$ cat src/rtl/hwloop_pkg.sv
package hwloop_pkg;
    localparam int DEF_LEVELS = 2;
    localparam int DEF_CNT_W  = 8;
    localparam int DEF_PC_W   = 12;

    typedef enum logic [1:0] {
        SRC_SEQ   = 2'd0,
        SRC_LABEL = 2'd1,
        SRC_START = 2'd2
    } pc_src_e;
endpackage

$ cat src/rtl/hwloop_alloc.sv
module hwloop_alloc #(
    parameter int NUM_LEVELS = 2
) (
    input  logic                  begin_i,
    input  logic [NUM_LEVELS-1:0] active_i,
    output logic [NUM_LEVELS-1:0] grant_o,
    output logic                  full_o
);
    logic found;

    always_comb begin
        grant_o = '0;
        found   = 1'b0;
        for (int i = 0; i < NUM_LEVELS; i++) begin
            if (!found && !active_i[i]) begin
                grant_o[i] = begin_i;
                found      = 1'b1;
            end
        end
        full_o = !found;
    end

    // at most one level is claimed per begin
    assert_one_grant_R2: assert final ($onehot0(grant_o));
endmodule

$ cat src/rtl/hwloop_level.sv
module hwloop_level #(
    parameter int CNT_W = 8,
    parameter int PC_W  = 12
) (
    input  logic             clk,
    input  logic             rst_n,
    input  logic             load_i,
    input  logic [CNT_W-1:0] count_i,
    input  logic [PC_W-1:0]  start_i,
    input  logic             step_i,
    output logic             active_o,
    output logic [CNT_W-1:0] idx_o,
    output logic [PC_W-1:0]  start_o,
    output logic             taken_o
);
    typedef struct packed {
        logic             active;
        logic [CNT_W-1:0] rc;
        logic [CNT_W-1:0] idx;
        logic [PC_W-1:0]  start;
    } lvl_t;

    lvl_t           st_d, st_q;
    logic [CNT_W:0] idx_inc;
    logic           more;

    always_comb begin
        idx_inc = {1'b0, st_q.idx} + {{CNT_W{1'b0}}, 1'b1};
        more    = idx_inc < {1'b0, st_q.rc};
        taken_o = step_i && st_q.active && more;
        st_d    = st_q;
        if (load_i) begin
            st_d.active = 1'b1;
            st_d.rc     = count_i;
            st_d.idx    = '0;
            st_d.start  = start_i;
        end else if (step_i && st_q.active) begin
            if (more) begin
                st_d.idx = idx_inc[CNT_W-1:0];
            end else begin
                st_d.active = 1'b0;
            end
        end
    end

    always_ff @(posedge clk or negedge rst_n) begin
        if (!rst_n) begin
            st_q <= '0;
        end else begin
            st_q <= st_d;
        end
    end

    assign active_o = st_q.active;
    assign idx_o    = st_q.idx;
    assign start_o  = st_q.start;

    // a claimed level starts at index 0
    assert_load_clears_R2: assert property (@(posedge clk) disable iff (!rst_n)
        load_i |=> (active_o && idx_o == '0));
    // the index stays below a nonzero count while running
    assert_idx_below_count_R3: assert property (@(posedge clk) disable iff (!rst_n)
        (st_q.active && st_q.rc != '0) |-> (st_q.idx < st_q.rc));
    // a fall-through return releases the level and keeps the index
    assert_exit_releases_R4: assert property (@(posedge clk) disable iff (!rst_n)
        (step_i && !load_i && active_o && !taken_o) |=> (!active_o && $stable(idx_o)));
    // a return on an idle level does nothing
    assert_idle_step_R6: assert property (@(posedge clk) disable iff (!rst_n)
        (step_i && !load_i && !active_o) |=> (!active_o && $stable(idx_o)));
endmodule

$ cat src/rtl/hwloop_target.sv
module hwloop_target
    import hwloop_pkg::*;
#(
    parameter int NUM_LEVELS = 2,
    parameter int PC_W       = 12
) (
    input  logic [NUM_LEVELS-1:0]      taken_i,
    input  logic                       to_start_i,
    input  logic [NUM_LEVELS*PC_W-1:0] starts_i,
    input  logic [PC_W-1:0]            label_i,
    input  logic [PC_W-1:0]            seq_i,
    output logic [PC_W-1:0]            next_pc_o
);
    pc_src_e         src;
    logic [PC_W-1:0] start_sel;

    always_comb begin
        start_sel = '0;
        for (int i = 0; i < NUM_LEVELS; i++) begin
            if (taken_i[i]) begin
                start_sel = starts_i[i*PC_W +: PC_W];
            end
        end
        if (taken_i == '0) begin
            src = SRC_SEQ;
        end else if (to_start_i) begin
            src = SRC_START;
        end else begin
            src = SRC_LABEL;
        end
        case (src)
            SRC_LABEL: next_pc_o = label_i;
            SRC_START: next_pc_o = start_sel;
            default:   next_pc_o = seq_i;
        endcase
    end
endmodule

$ cat src/rtl/hwloop_ctrl.sv
module hwloop_ctrl
    import hwloop_pkg::*;
#(
    parameter int NUM_LEVELS = DEF_LEVELS,
    parameter int CNT_W      = DEF_CNT_W,
    parameter int PC_W       = DEF_PC_W,
    localparam int SEL_W     = (NUM_LEVELS > 1) ? $clog2(NUM_LEVELS) : 1
) (
    input  logic                        clk,
    input  logic                        rst_n,
    input  logic                        rpt_begin,
    input  logic [CNT_W-1:0]            rpt_count,
    input  logic                        rpt_ret,
    input  logic [SEL_W-1:0]            ret_sel,
    input  logic                        ret_to_start,
    input  logic [PC_W-1:0]             ret_label,
    input  logic [PC_W-1:0]             seq_pc,
    output logic [PC_W-1:0]             next_pc,
    output logic [NUM_LEVELS-1:0]       loop_active,
    output logic [NUM_LEVELS*CNT_W-1:0] loop_idx,
    output logic                        nest_ovf
);
    logic [NUM_LEVELS-1:0]      grant;
    logic [NUM_LEVELS-1:0]      step;
    logic [NUM_LEVELS-1:0]      taken;
    logic [NUM_LEVELS*PC_W-1:0] starts;
    logic                       full;
    logic                       ovf_d, ovf_q;

    hwloop_alloc #(.NUM_LEVELS(NUM_LEVELS)) u_alloc (
        .begin_i  (rpt_begin),
        .active_i (loop_active),
        .grant_o  (grant),
        .full_o   (full)
    );

    for (genvar g = 0; g < NUM_LEVELS; g++) begin : g_level
        assign step[g] = rpt_ret && !rpt_begin && (ret_sel == SEL_W'(g));

        hwloop_level #(.CNT_W(CNT_W), .PC_W(PC_W)) u_level (
            .clk      (clk),
            .rst_n    (rst_n),
            .load_i   (grant[g]),
            .count_i  (rpt_count),
            .start_i  (seq_pc),
            .step_i   (step[g]),
            .active_o (loop_active[g]),
            .idx_o    (loop_idx[g*CNT_W +: CNT_W]),
            .start_o  (starts[g*PC_W +: PC_W]),
            .taken_o  (taken[g])
        );
    end

    hwloop_target #(.NUM_LEVELS(NUM_LEVELS), .PC_W(PC_W)) u_target (
        .taken_i    (taken),
        .to_start_i (ret_to_start),
        .starts_i   (starts),
        .label_i    (ret_label),
        .seq_i      (seq_pc),
        .next_pc_o  (next_pc)
    );

    always_comb begin
        ovf_d = rpt_begin && full;
    end

    always_ff @(posedge clk or negedge rst_n) begin
        if (!rst_n) begin
            ovf_q <= 1'b0;
        end else begin
            ovf_q <= ovf_d;
        end
    end

    assign nest_ovf = ovf_q;

    // a refused begin raises the flag on the next cycle and keeps the levels
    assert_no_overflow_R7: assert property (@(posedge clk) disable iff (!rst_n)
        (rpt_begin && (&loop_active)) |=> (nest_ovf && (&loop_active) && $stable(loop_idx)));
    // the flag lasts a single cycle unless refused again
    assert_ovf_pulse_R7: assert property (@(posedge clk) disable iff (!rst_n)
        !(rpt_begin && (&loop_active)) |=> !nest_ovf);
    // a begin in the same cycle masks the return
    assert_begin_masks_ret_R9: assert property (@(posedge clk) disable iff (!rst_n)
        rpt_begin |-> (next_pc == seq_pc));
    // a return on an idle level falls through
    assert_idle_ret_R6: assert property (@(posedge clk) disable iff (!rst_n)
        (rpt_ret && !rpt_begin && !loop_active[ret_sel]) |-> (next_pc == seq_pc));
endmodule

$ cat config.mk
export PLATFORM = sky130hd
export DESIGN_NAME = hwloop_ctrl
export DESIGN_NICKNAME = d
export VERILOG_FILES = /design/src/rtl/hwloop_pkg.sv /design/src/rtl/hwloop_alloc.sv /design/src/rtl/hwloop_level.sv /design/src/rtl/hwloop_target.sv /design/src/rtl/hwloop_ctrl.sv
export SDC_FILE = /design/constraint.sdc
export NUM_CORES = 1
export LEC_CHECK = 0
export BUFFER_PORTS_ARGS = -buffer_cell sky130_fd_sc_hd__buf_2
export CAP_MARGIN = 20
export CORE_MARGIN = 2
export CORE_UTILIZATION = 60
export CTS_BUF_LIST = sky130_fd_sc_hd__clkbuf_16
export DETAILED_ROUTE_END_ITERATION = 8
export PLACE_DENSITY = 0.86
export SKIP_CTS_REPAIR_TIMING = 1
export SLEW_MARGIN = 20
export SYNTH_ARGS = -nofsm -noshare
export SYNTH_HDL_FRONTEND = slang
export SYNTH_SLANG_ARGS = --single-unit
$ cat constraint.sdc
create_clock -name clk -period 5.99 [get_ports clk]
set_input_delay 0 -clock clk [delete_from_list [all_inputs] [get_ports clk]]
set_output_delay 0 -clock clk [all_outputs]
set_load 0.005 [all_outputs]
==> results by group <==
Finish
  – Layout cells sized above 1: 26.4%
  – Nets: 488
  – Number of fill cells: 383
  – Area grow syn2layout: 20.4%
  – Post-Route Utilization: 75.4%
  – Ant. Diodes: 0

Placement
  – GPL Wtd Cong: 0.799
  – Hpwl dp: 5180 um
  – Port bufs: 68
  – Dpl ws: 2.41 ns

Power
  – Leak Pwr: 2.14 nW
  – PwrDens: 380 nW/um2
  – Net load switching power: 0.000516 W
  – Sequential power share: 41.5%
  – Peak supply drop: 251 uV
  – Clock group share of total power: 27.2%
  – Combinational Power Share: 31.2%
  – Sw frac: 32.4%
  – Internal power: 0.00108 W

Yosys
  – Post-Synth Adder-Cell Area: 5.74%
  – Syn nets: 419
  – Synthesized-area fraction occupied by xor and xnor cells: 3.01%
  – Synth Area in Compound Gates: 12.7%
  – Dominant synthesized flop cell: dfrtp_1
  – Yosys Warn Count: 0
  – Synthesis-stage register bit count: 59
  – Syn avg cell area: 9.56 um2
  – Mapped cell area: 3490 um2
  – Mux cell area share after synthesis: 8.93%
  – Synth Instances: 365
  – Asr flop ratio synth: 100%
  – Largest family of logic cells by synthesized area: simple AND/OR/NAND/NOR gates
  – Synth cell types: 46
  – Post-synth EDFFs: 0
  – Sequential element share of the synthesized area: 42.3%
  – Post-synthesis simple-gate area fraction: 18.1%

Drt
  – Via density: 5.67
  – Post-route ant nets: 0
  – Initial drt markers: 185
  – Drt wl/cell: 15.3 um
  – DRT Pass-1 Iters: 4
  – WL final: 7810 um
  – DR vias: 2,896
  – # DRC: 0

Timing
  – Slew Viols, Final: 0
  – Worst-margin pin slew: 0.860 ns
  – Layout Skew: 0.00449 ns
  – Final Hold Vio Count: 0
  – Max Fclk: 0.251 GHz
  – Final setup vio count: 0
  – Period minus WS final: 3.98 ns
  – RSZ-0062 raised after global routing: no
  – Final WS setup: 2.01 ns
  – Worst slew margin: 42.7%
  – Post-Route Setup TNS: 0 ns
  – Period utilization: 66.5%

Clock network
  – Clock slew at reported path FFs: 0.05 ns
  – Root buf cell: clkbuf_16
  – CTS sink count: 59
  – Clk_lat worst skew: 0.32 ns
  – CTS tree: built
  – Clock Tree Buf Depth: 2
  – CTS buffer count: 9
  – H-tree depth: 3

Floorplan
  – DIE AREA: 6440 um2
  – Die Height: 80.3 um
  – Std-Cell Rows: 27
  – Core footprint: 5570 um2
  – Initial Util: 62.6%
  – Ports: 69
  – Die W: 80.3 um

Critical path
  – Crit path max fanout: 32
  – CP arrival: 3.98 ns
  – Cell Chain, Critical Path: ha_1 > nand3_1 > nor2_1 > xor2_1 > ha_1 > a21o_1 > a211oi_2 > nand3_2 > and2_4 > o311ai_1 > buf_2
  – Critical path's slowest cell: nand3_2
  – CP Buf/Inv Count: 1
  – Crit-path max cell delay: 0.62 ns
  – Most used cell, CP: ha_1
  – CP Class: flip-flop to output pin
  – Startpoint types: flip-flop
  – Worst setup EP type: output pin
  – CP delay by family, top: simple AND/OR/NAND/NOR gates
  – Worst path required time: 5.99 ns

Global routing
  – Vias in the first global route: 2,803
  – First-pass GRT wire length: 12,700 um
  – Grt total ovfl: 0
  – Initial antenna violation count: 0
  – Largest net degree at the start of global routing: 60
  – GRT Total Usage: 25.5%

Run status
  – Outcome: completed

Hold path
  – Worst hold path class: input port to flip-flop

Run
  – Max-cap violations: 0
==> cells in the mapped netlist, types with 7 or more instances <==
cell type | count | area share [%]
a21oi_1 | 14 | 2.0
buf_4 | 18 | 3.9
clkbuf_1 | 12 | 1.3
dfrtp_1 | 59 | 42
ha_1 | 16 | 5.7
inv_1 | 24 | 2.6
mux2_2 | 21 | 6.8
nand2_1 | 57 | 6.1
nand3_1 | 24 | 3.4
nor2_1 | 9 | 0.97
nor2b_1 | 7 | 1.3
o21ai_0 | 16 | 2.3
xnor2_1 | 8 | 2.0
==> path summary, 6_finish.rpt <==
kind                                                       to  cells past startpoint  slack (ns)                           from
worst max-delay path                               next_pc[8]                     11        2.01    g_level[0].u_level.idx_o[0]
worst min-delay path              g_level[0].u_level.active_o                      3        0.02                        rpt_ret
worst max register to register    g_level[0].u_level.idx_o[7]                     10        2.46    g_level[0].u_level.idx_o[0]
worst min register to register  g_level[0].u_level.start_o[0]                      2        0.48  g_level[0].u_level.start_o[0]
max in group asynchronous                            nest_ovf                      3        5.12                          rst_n
min in group asynchronous         g_level[0].u_level.active_o                      3        0.36                          rst_n
==> layer usage <==
layer	track usage (%)	vias to the layer above	routed length [um]
met3	5.39	12	421
met5	0	-	0
met1	32.7	1384	3330
li1	-	1392	-
met2	42.3	108	3930
met4	9.66	0	137
==> placed cells by master, fill, tap and decap left out, types with 3 or more instances in the layout <==
cell            n
xnor2_1         8
xor2_1          4
o22ai_1         3
inv_1          27
and2_1          6
nand3_1        24
and3_1          5
nor2_1          9
a21oi_1        14
o2bb2ai_1       3
nand2b_1        4
o32a_1          3
nand4_1         6
nor2b_1         7
clkbuf_16       9
nand2_1        57
o21ai_0        16
o221ai_1        6
buf_2          68
mux2_2         21
buf_4           5
dlygate4sd3_1  22
mux2_4          5
dfrtp_1        59
ha_1           16
o21a_1          3
==> per-stage QoR <==
step                area (um2)  power [W]  std cells  hold WS (ns)
floorplan                 3490    0.00102        365        -0.296
global placement          3730    0.00111        473         0.201
finish                    4200    0.00159        511        0.0236
global route              4200    0.00172        511        0.0377
detailed placement        3730    0.00115        473         0.207
CTS                       3980    0.00160        489        -0.136
==> cells by family after synthesis <==
family          after synthesis
simple gates                128
compound gates               63
buf+inv                      61
flops                        59
mux                          26
fa+ha+maj                    16
xor+xnor                     12
==> tightest hold or removal path, stage by stage <==
cell	delay [ns]
buf_2	0.12
nand3b_1	0.08
a21o_1	0.11
==> power by group through the flow <==
stage                     Sequential [W]  Combinational, W  Clock, W
after floorplan                 0.000637          0.000385         0
after global placement          0.000655          0.000456         0
after detailed placement        0.000664          0.000489         0
after CTS                       0.000662          0.000495  0.000443
after global routing            0.000682          0.000570  0.000466
final                           0.000662          0.000498  0.000434
==> state kept, by name (all words and copies together) (netlist names) <==
name                      count
g_level.u_level.st_q         16
g_level.u_level.start_o      24
nest_ovf                      1
g_level.u_level.active_o      2
g_level.u_level.idx_o        16
==> layout make-up <==
class	count	area, um2	share of cell area, %
clock buffer	9	225	5.36
clock inverter	7	28.8	0.685
multi-input combinational	245	1690	40.3
tap	72	90.1	2.14
inverter	24	90.1	2.14
sequential	59	1480	35.2
timing repair buffer	95	598	14.2
No activity file was read; power rests on OpenSTA's default activity.
